### config.mk
export PLATFORM = sky130hd
export DESIGN_NAME = ras_act_reconciler
export DESIGN_NICKNAME = d
export VERILOG_FILES = /design/src/rtl/ras_rec_pkg.sv /design/src/rtl/ras_rec_classify.sv /design/src/rtl/ras_rec_fixtab.sv /design/src/rtl/ras_rec_delay.sv /design/src/rtl/ras_act_reconciler.sv
export SDC_FILE = /design/constraint.sdc
export NUM_CORES = 1
export LEC_CHECK = 0
export CORE_AREA = 2 2 114 116
export CTS_CLUSTER_SIZE = 8
export DETAILED_ROUTE_END_ITERATION = 16
export DIE_AREA = 0 0 116 118
export GPL_TIMING_DRIVEN = 0
export PLACE_DENSITY = 0.74
export SLEW_MARGIN = 0
export SYNTH_ARGS = -nofsm -noshare
export SYNTH_HDL_FRONTEND = slang
export SYNTH_SLANG_ARGS = --single-unit
### constraint.sdc
create_clock -name clk -period 4.9 [get_ports clk]
set_input_delay 0.98 -clock clk [delete_from_list [all_inputs] [get_ports clk]]
set_output_delay 0.98 -clock clk [all_outputs]
set_load 0.1 [all_outputs]
### src/rtl/ras_rec_pkg.sv
package ras_rec_pkg;
   typedef enum logic [1:0] {
      ACT_NONE = 2'd0,
      ACT_PUSH = 2'd1,
      ACT_POP  = 2'd2
   } ras_act_e;

   typedef struct packed {
      logic fix_push;
      logic fix_pop;
      logic from_s3;   // corrective push takes the stage-3 return address
   } ras_fix_t;
endpackage

### src/rtl/ras_rec_classify.sv
module ras_rec_classify
   import ras_rec_pkg::*;
#(
   parameter int ADDR_W    = 40,
   parameter int HALF_STEP = 2
) (
   input  logic              valid_i,
   input  logic              call_i,
   input  logic              ret_i,
   input  logic [ADDR_W-1:0] fall_i,
   input  logic              trunc_i,
   output ras_act_e          act_o,
   output logic [ADDR_W-1:0] ret_addr_o
);
   localparam logic [ADDR_W-1:0] STEP = ADDR_W'(HALF_STEP);

   always_comb begin
      act_o = ACT_NONE;
      if (valid_i) begin
         if (call_i)     act_o = ACT_PUSH;
         else if (ret_i) act_o = ACT_POP;
      end
   end

   assign ret_addr_o = trunc_i ? (fall_i + STEP) : fall_i;
endmodule

### src/rtl/ras_rec_fixtab.sv
module ras_rec_fixtab
   import ras_rec_pkg::*;
(
   input  logic     en_i,
   input  ras_act_e s2_act_i,
   input  ras_act_e s3_act_i,
   output ras_rec_pkg::ras_fix_t fix_o
);
   always_comb begin
      fix_o = '0;
      if (en_i) begin
         unique case ({s2_act_i, s3_act_i})
            {ACT_PUSH, ACT_NONE}: fix_o.fix_pop  = 1'b1;
            {ACT_POP,  ACT_NONE}: fix_o.fix_push = 1'b1;
            {ACT_NONE, ACT_PUSH}: begin
               fix_o.fix_push = 1'b1;
               fix_o.from_s3  = 1'b1;
            end
            {ACT_NONE, ACT_POP }: fix_o.fix_pop  = 1'b1;
            default:              fix_o        = '0;
         endcase
      end
   end
endmodule

### src/rtl/ras_rec_delay.sv
module ras_rec_delay #(
   parameter int W     = 16,
   parameter int DEPTH = 1
) (
   input  logic         clk,
   input  logic         rst_n,
   input  logic         vld_i,
   input  logic [W-1:0] dat_i,
   output logic         vld_o,
   output logic [W-1:0] dat_o
);
   generate
      if (DEPTH == 0) begin : g_pass
         assign vld_o = vld_i;
         assign dat_o = dat_i;
      end else begin : g_pipe
         logic [DEPTH-1:0]        vld_q;
         logic [DEPTH-1:0][W-1:0] dat_q;
         for (genvar i = 0; i < DEPTH; i++) begin : g_stage
            always_ff @(posedge clk) begin
               if (!rst_n) begin
                  vld_q[i] <= 1'b0;
                  dat_q[i] <= '0;
               end else begin
                  vld_q[i] <= (i == 0) ? vld_i : vld_q[(i == 0) ? 0 : i-1];
                  dat_q[i] <= (i == 0) ? dat_i : dat_q[(i == 0) ? 0 : i-1];
               end
            end
         end
         assign vld_o = vld_q[DEPTH-1];
         assign dat_o = dat_q[DEPTH-1];
      end
   endgenerate
endmodule

### src/rtl/ras_act_reconciler.sv
module ras_act_reconciler
   import ras_rec_pkg::*;
#(
   parameter int ADDR_W      = 40,
   parameter int META_W      = 16,
   parameter int HALF_STEP   = 2,
   parameter int REDIR_DELAY = 1
) (
   input  logic              clk,
   input  logic              rst_n,
   input  logic              s2_valid_i,
   input  logic              s2_call_i,
   input  logic              s2_ret_i,
   input  logic [ADDR_W-1:0] s2_fall_i,
   input  logic              s2_trunc_i,
   input  logic [ADDR_W-1:0] s2_tos_i,
   input  logic              s3_valid_i,
   input  logic              s3_flush_i,
   input  logic              s3_call_i,
   input  logic              s3_ret_i,
   input  logic [ADDR_W-1:0] s3_fall_i,
   input  logic              s3_trunc_i,
   input  logic              redir_valid_i,
   input  logic [META_W-1:0] redir_meta_i,
   output logic              s2_push_o,
   output logic              s2_pop_o,
   output logic [ADDR_W-1:0] s2_push_addr_o,
   output logic              s3_fix_push_o,
   output logic              s3_fix_pop_o,
   output logic [ADDR_W-1:0] s3_fix_addr_o,
   output logic [ADDR_W-1:0] s3_target_o,
   output logic              redir_valid_o,
   output logic [META_W-1:0] redir_meta_o
);
   if (ADDR_W < 8)      begin : g_bad_addr  $error("ADDR_W too small");     end
   if (META_W < 1)      begin : g_bad_meta  $error("META_W must be >= 1");  end
   if (HALF_STEP != 2 && HALF_STEP != 4) begin : g_bad_step $error("HALF_STEP must be 2 or 4"); end
   if (REDIR_DELAY < 1) begin : g_bad_delay $error("REDIR_DELAY must be >= 1"); end

   ras_act_e          s2_act, s3_act, s2_act_q;
   logic [ADDR_W-1:0] s2_ret_addr, s3_ret_addr, tos_q;
   ras_fix_t          fix;
   logic              s3_live;

   ras_rec_classify #(.ADDR_W(ADDR_W), .HALF_STEP(HALF_STEP)) u_cls_s2 (
      .valid_i(s2_valid_i), .call_i(s2_call_i), .ret_i(s2_ret_i),
      .fall_i(s2_fall_i), .trunc_i(s2_trunc_i),
      .act_o(s2_act), .ret_addr_o(s2_ret_addr)
   );

   ras_rec_classify #(.ADDR_W(ADDR_W), .HALF_STEP(HALF_STEP)) u_cls_s3 (
      .valid_i(s3_valid_i), .call_i(s3_call_i), .ret_i(s3_ret_i),
      .fall_i(s3_fall_i), .trunc_i(s3_trunc_i),
      .act_o(s3_act), .ret_addr_o(s3_ret_addr)
   );

   assign s2_push_o      = (s2_act == ACT_PUSH);
   assign s2_pop_o       = (s2_act == ACT_POP);
   assign s2_push_addr_o = s2_ret_addr;

   always_ff @(posedge clk) begin
      if (!rst_n) begin
         s2_act_q <= ACT_NONE;
         tos_q    <= '0;
      end else begin
         s2_act_q <= s2_act;
         tos_q    <= s2_tos_i;
      end
   end

   assign s3_live = s3_valid_i && !s3_flush_i;

   ras_rec_fixtab u_fixtab (
      .en_i(s3_live), .s2_act_i(s2_act_q), .s3_act_i(s3_act), .fix_o(fix)
   );

   assign s3_fix_push_o = fix.fix_push;
   assign s3_fix_pop_o  = fix.fix_pop;
   assign s3_fix_addr_o = fix.from_s3 ? s3_ret_addr : tos_q;
   assign s3_target_o   = tos_q;

   ras_rec_delay #(.W(META_W), .DEPTH(REDIR_DELAY)) u_redir (
      .clk(clk), .rst_n(rst_n),
      .vld_i(redir_valid_i), .dat_i(redir_meta_i),
      .vld_o(redir_valid_o), .dat_o(redir_meta_o)
   );

   a_r3_one_action: assert property (@(posedge clk) disable iff (!rst_n)
      !(s2_push_o && s2_pop_o));
   a_r4_idle_when_invalid: assert property (@(posedge clk) disable iff (!rst_n)
      !s2_valid_i |-> !(s2_push_o || s2_pop_o));
   a_r11_no_fix_dead: assert property (@(posedge clk) disable iff (!rst_n)
      !s3_live |-> !(s3_fix_push_o || s3_fix_pop_o));
   a_r5_single_fix: assert property (@(posedge clk) disable iff (!rst_n)
      !(s3_fix_push_o && s3_fix_pop_o));
   a_r10_target_from_s2: assert property (@(posedge clk) disable iff (!rst_n)
      $past(rst_n) |-> (s3_target_o == $past(s2_tos_i)));
   a_r6_undo_push: assert property (@(posedge clk) disable iff (!rst_n)
      ($past(rst_n) && $past(s2_push_o) && s3_live && !s3_call_i && !s3_ret_i) |-> s3_fix_pop_o);
   a_r12_redir_delay: assert property (@(posedge clk) disable iff (!rst_n)
      (REDIR_DELAY == 1 && $past(rst_n)) |-> (redir_valid_o == $past(redir_valid_i)));
endmodule

After elaboration in Yosys (flattened, before gate mapping) --
Index checks and enable logic that the tools add are counted.
Word-level totals: register bits 59, bits of input ports 148, logic and storage cells 29
Operators by class: add/sub/neg operators 2, equality and inequality tests 6, multiplexer cells 13, reduce and logical (&&, ||, !) cells 4
Operators with widths (number):
- 40-bit two-way mux | 3
- 40-bit by 2-bit adder with 40-bit output (second input constant) | 2
- 2-bit two-way mux | 6
- 4-bit by 1-bit equality test with 1-bit output (second input constant) | 1
- 4-bit by 2-bit equality test with 1-bit output (second input constant) | 1
- 4-bit by 3-bit equality test with 1-bit output (second input constant) | 1
- 4-bit equality test (second input constant) | 1
- 2-bit OR reduction | 2
- 1-bit two-way mux | 3
- 3-bit two-way mux | 1
- 2-bit by 1-bit equality test with 1-bit output (second input constant) | 1
- 2-bit equality test (second input constant) | 1
- 1-bit logical AND | 1
- 1-bit logical NOT | 1

Longest topological paths before layout --
depth after elaboration 8, gate-level depth with buffers 7, gate-level depth less buffers 6

Modules after synthesis --
From an unflattened synthesis, not the netlist that was laid out.
Unflattened totals: cells, all modules 400, area total of the unflattened synthesis 3804.9 µm²
By module, submodules not included:
- ras_rec_classify | times used 2, cells an instance 112, area an instance 823.3 µm²
- ras_act_reconciler | times used 1, cells an instance 135, area an instance 1632.8 µm²
- ras_rec_delay | times used 1, cells an instance 35, area an instance 474.2 µm²
- ras_rec_fixtab | times used 1, cells an instance 6, area an instance 51.3 µm²

Worst setup path after synthesis --
No wires, ideal clock.
path type input port to output port, start point input s3_fall_i[1], end point output s3_fix_addr_o[19], arrival 4.181 ns, path slack -0.261 ns, cell stages on the path 7, buffers on the path 1, cells stage by stage ha_1 -> nand4_1 -> or2_2 -> clkbuf_1 -> nor4_1 -> xnor2_1 -> o21ai_0
Between the ends: cells in the longest elaborated chain, start to end 3
RTL lines:
- start, declared | line ras_act_reconciler.sv:21 | input logic [ADDR_W-1:0] s3_fall_i,
- 40-bit by 2-bit adder with 40-bit output | line ras_rec_classify.sv:25 | assign ret_addr_o = trunc_i ? (fall_i + STEP) : fall_i;
- 40-bit two-way mux | line ras_rec_classify.sv:25
- 40-bit two-way mux | line ras_act_reconciler.sv:79 | assign s3_fix_addr_o = fix.from_s3 ? s3_ret_addr : tos_q;
- end, declared | line ras_act_reconciler.sv:30 | output logic [ADDR_W-1:0] s3_fix_addr_o,
No other way between the ends.

Final worst setup path --
start point input s3_fall_i[20], end point output s3_fix_addr_o[34]
Same word-level chain as after synthesis.

==> results_dict.tcl <==
set metrics [dict create \
    pwr-share-seq_pct 25.1 \
    worstMarginPinSlew_ps 1050 \
    crit_fanout 8 \
    area_delta_synth_final_pct 89.0 \
    period_minus_slack_ps 4790 \
    cts_made_buffers 9 \
    ys_seq_area_share_pct 32.4 \
    synth_cell_types 32 \
    clockBufferDepth 2 \
    hold_viol 0 \
    yosys_warnings 0 \
    wl_um 15600 \
    cts_root_buf "clkbuf_16" \
    path_class "primary input to output port" \
    die_w_um 116 \
    drive_gt1_share_pct 11.1 \
    setup.worst_path.start_class "primary input" \
    syn_inst 483 \
    ctsHtreeMaxLevel 3 \
    ys_top_cells_by_count "nand2_1, and2_1, dfxtp_1, xnor2_1, nand3_1" \
    p_leak_nw 2.66 \
    final_cells 957 \
    p_comb_share_pct 43.5 \
    synth_fp_nets 633 \
    synth.area.top_cells "dfxtp_1, and2_1, xnor2_1" \
    status "finished clean" \
    route.detailed.drc 0 \
    ys_seq_elements 59 \
    yosysTopAreaCellShare_pct 32.4 \
    hold_path.class "primary input to flop" \
    path_clk_slew_ps 50 \
    cts_hold_buf 0 \
    tritoncts "built" \
    total_power_mw 2.06 \
    drv_slew 0 \
    p_int_mw 1.15 \
    grtUsageTotal_pct 21.6 \
    final_nets 930 \
    cts_sinks 59 \
    timing.setup.tns_ps 0 \
    io_buffer_count 286 \
    arrival_ps 3810 \
    via_per_inst 4.90 \
    synth.most_common_cell "nand2_1" \
    slew_headroom_pct 29.5 \
    synth_top_area_cell "dfxtp_1" \
    fin_crit_sh_pct 97.7 \
    final_area_um2 6900 \
    fin_util_pct 55.6 \
    place_hpwl_um 13100 \
    synth_edf_count 0 \
    io_pins 289 \
    swShare_pct 44.1 \
    placedCellCount 941 \
    p_clk_share_pct 31.3 \
    grt_pass1_vias 4630 \
    rsz0062_at_grt "no" \
    die_height_um 118 \
    via_count 4685 \
    overflow 0 \
    start_util_pct 29.4 \
    max_freq_mhz 209 \
    dieArea_um2 13700 \
    synth_flop_cell "dfxtp_1" \
    grt_max_degree 12 \
    postPlaceCellArea_um2 6730 \
    grt_pass1_wl_um 23000 \
    crit_required_ps 3920 \
    wl_per_cell_um 16.3 \
    antenna_found_initial 0 \
    ant_nets 0 \
    end_kind "output port" \
    fp-row-count 41 \
    first_pass_iters 5 \
    ys_async_sr_fraction_pct 0 \
    setup_viol 0 \
    p_per_area_nw_per_um2 299 \
    synth_area_um2 3650 \
    n_antenna_cell 0 \
    drv_cap 0 \
    switchingPower_uw 909 \
    place.gp.congestion 0.954 \
    drt_first_iter_violations 239 \
    fp.coreArea_um2 12400 \
    syn_avg_cell_area_um2 7.55 \
    ir_worst_vdd_mv 0.183 \
]
routing by layer:
| metal | part of all wire, % | vias up | global-route usage, % |
|---|---|---|---|
| met4 | 3.7 | 0 | 9.75 |
| li1 | - | 2251 | - |
| met2 | 51 | 281 | 40.6 |
| met5 | 0 | - | 0 |
| met3 | 11 | 41 | 7.26 |
| met1 | 34 | 2112 | 20.8 |
registers in the layout, indices dropped and copies added, names as in the netlist:
register / flops
s3_target_o: 40
u_redir.vld_o: 1
s2_act_q: 2
u_redir.dat_o: 16
power by group through the flow:
stage | sequential, mW | combinational, mW | clock (mW)
finish | 0.518 | 0.898 | 0.647
CTS | 0.519 | 0.904 | 0.656
floorplan | 0.708 | 0.434 | 0
global route | 0.520 | 0.927 | 0.674
detailed placement | 0.529 | 0.924 | 0
global placement | 0.528 | 0.920 | 0
worst paths after layout:
kind,start,endpoint,cells after the start
min,rst_n,u_redir.dat_o[3],2
max,s3_fall_i[20],s3_fix_addr_o[34],8
critical path, cell delays in order:
cell             delay (ps)
clkdlybuf4s50_1         570
nand4_2                 150
or3_4                   440
or4_1                   550
buf_2                   190
or4_1                   480
nand3_1                 110
clkbuf_4                330
kinds of logic after synthesis:
logic type | after synthesis | synth area share (%)
mux | 3 | 0.857
flops | 59 | 32.4
xor+xnor | 67 | 16.1
compound gates | 40 | 5.80
buf+inv | 29 | 3.15
fa+ha+maj | 2 | 0.686
simple gates | 283 | 41.0
layout make-up:
cell class	instances	area (um^2)
timing repair buffer	286	2700
tap	172	215
buffer	22	88.8
inverter	7	26.3
fill	1139	5520
clock inverter	5	61.3
multi-input combinational	395	2380
sequential	59	1180
clock buffer	11	243
stage by stage:
step	setup slack [ps]	hold slack [ps]
final	110	1030
after global placement	-654	1350
after global routing	19.2	1050
after detailed placement	-695	1370
after floorplan	27.8	1100
after CTS	0.468	1020
cells in the final DEF, fill, tap and decap left out, types with 3 or more instances in the layout:
cell type / synthesis / layout
nor4_1: 8 / 5
a22oi_1: 4 / 4
clkdlybuf4s15_2: 0 / 19
o21ai_0: 29 / 14
or4_1: 8 / 8
clkbuf_4: 0 / 7
and2_1: 63 / 63
xor2_1: 24 / 24
nor4_2: 0 / 3
dlygate4sd2_1: 0 / 7
clkbuf_16: 0 / 9
o21ai_1: 0 / 15
clkbuf_1: 18 / 19
and3_1: 12 / 12
inv_1: 7 / 7
a21oi_1: 6 / 6
clkbuf_2: 0 / 31
buf_2: 2 / 4
xnor2_1: 43 / 43
clkinvlp_4: 0 / 3
dfxtp_1: 59 / 59
clkdlybuf4s50_1: 0 / 217
nand2_1: 70 / 70
nor2_1: 25 / 25
or3_1: 4 / 4
nand3_1: 41 / 41
nor3_1: 18 / 16
and4_1: 6 / 6
nand4_1: 21 / 21
what timing repair did:
action,CTS,global route
gates resized for setup,141,90
buffers inserted,0,0
setup endpoints to repair,70,56
Power figures use the tool's default switching activity.
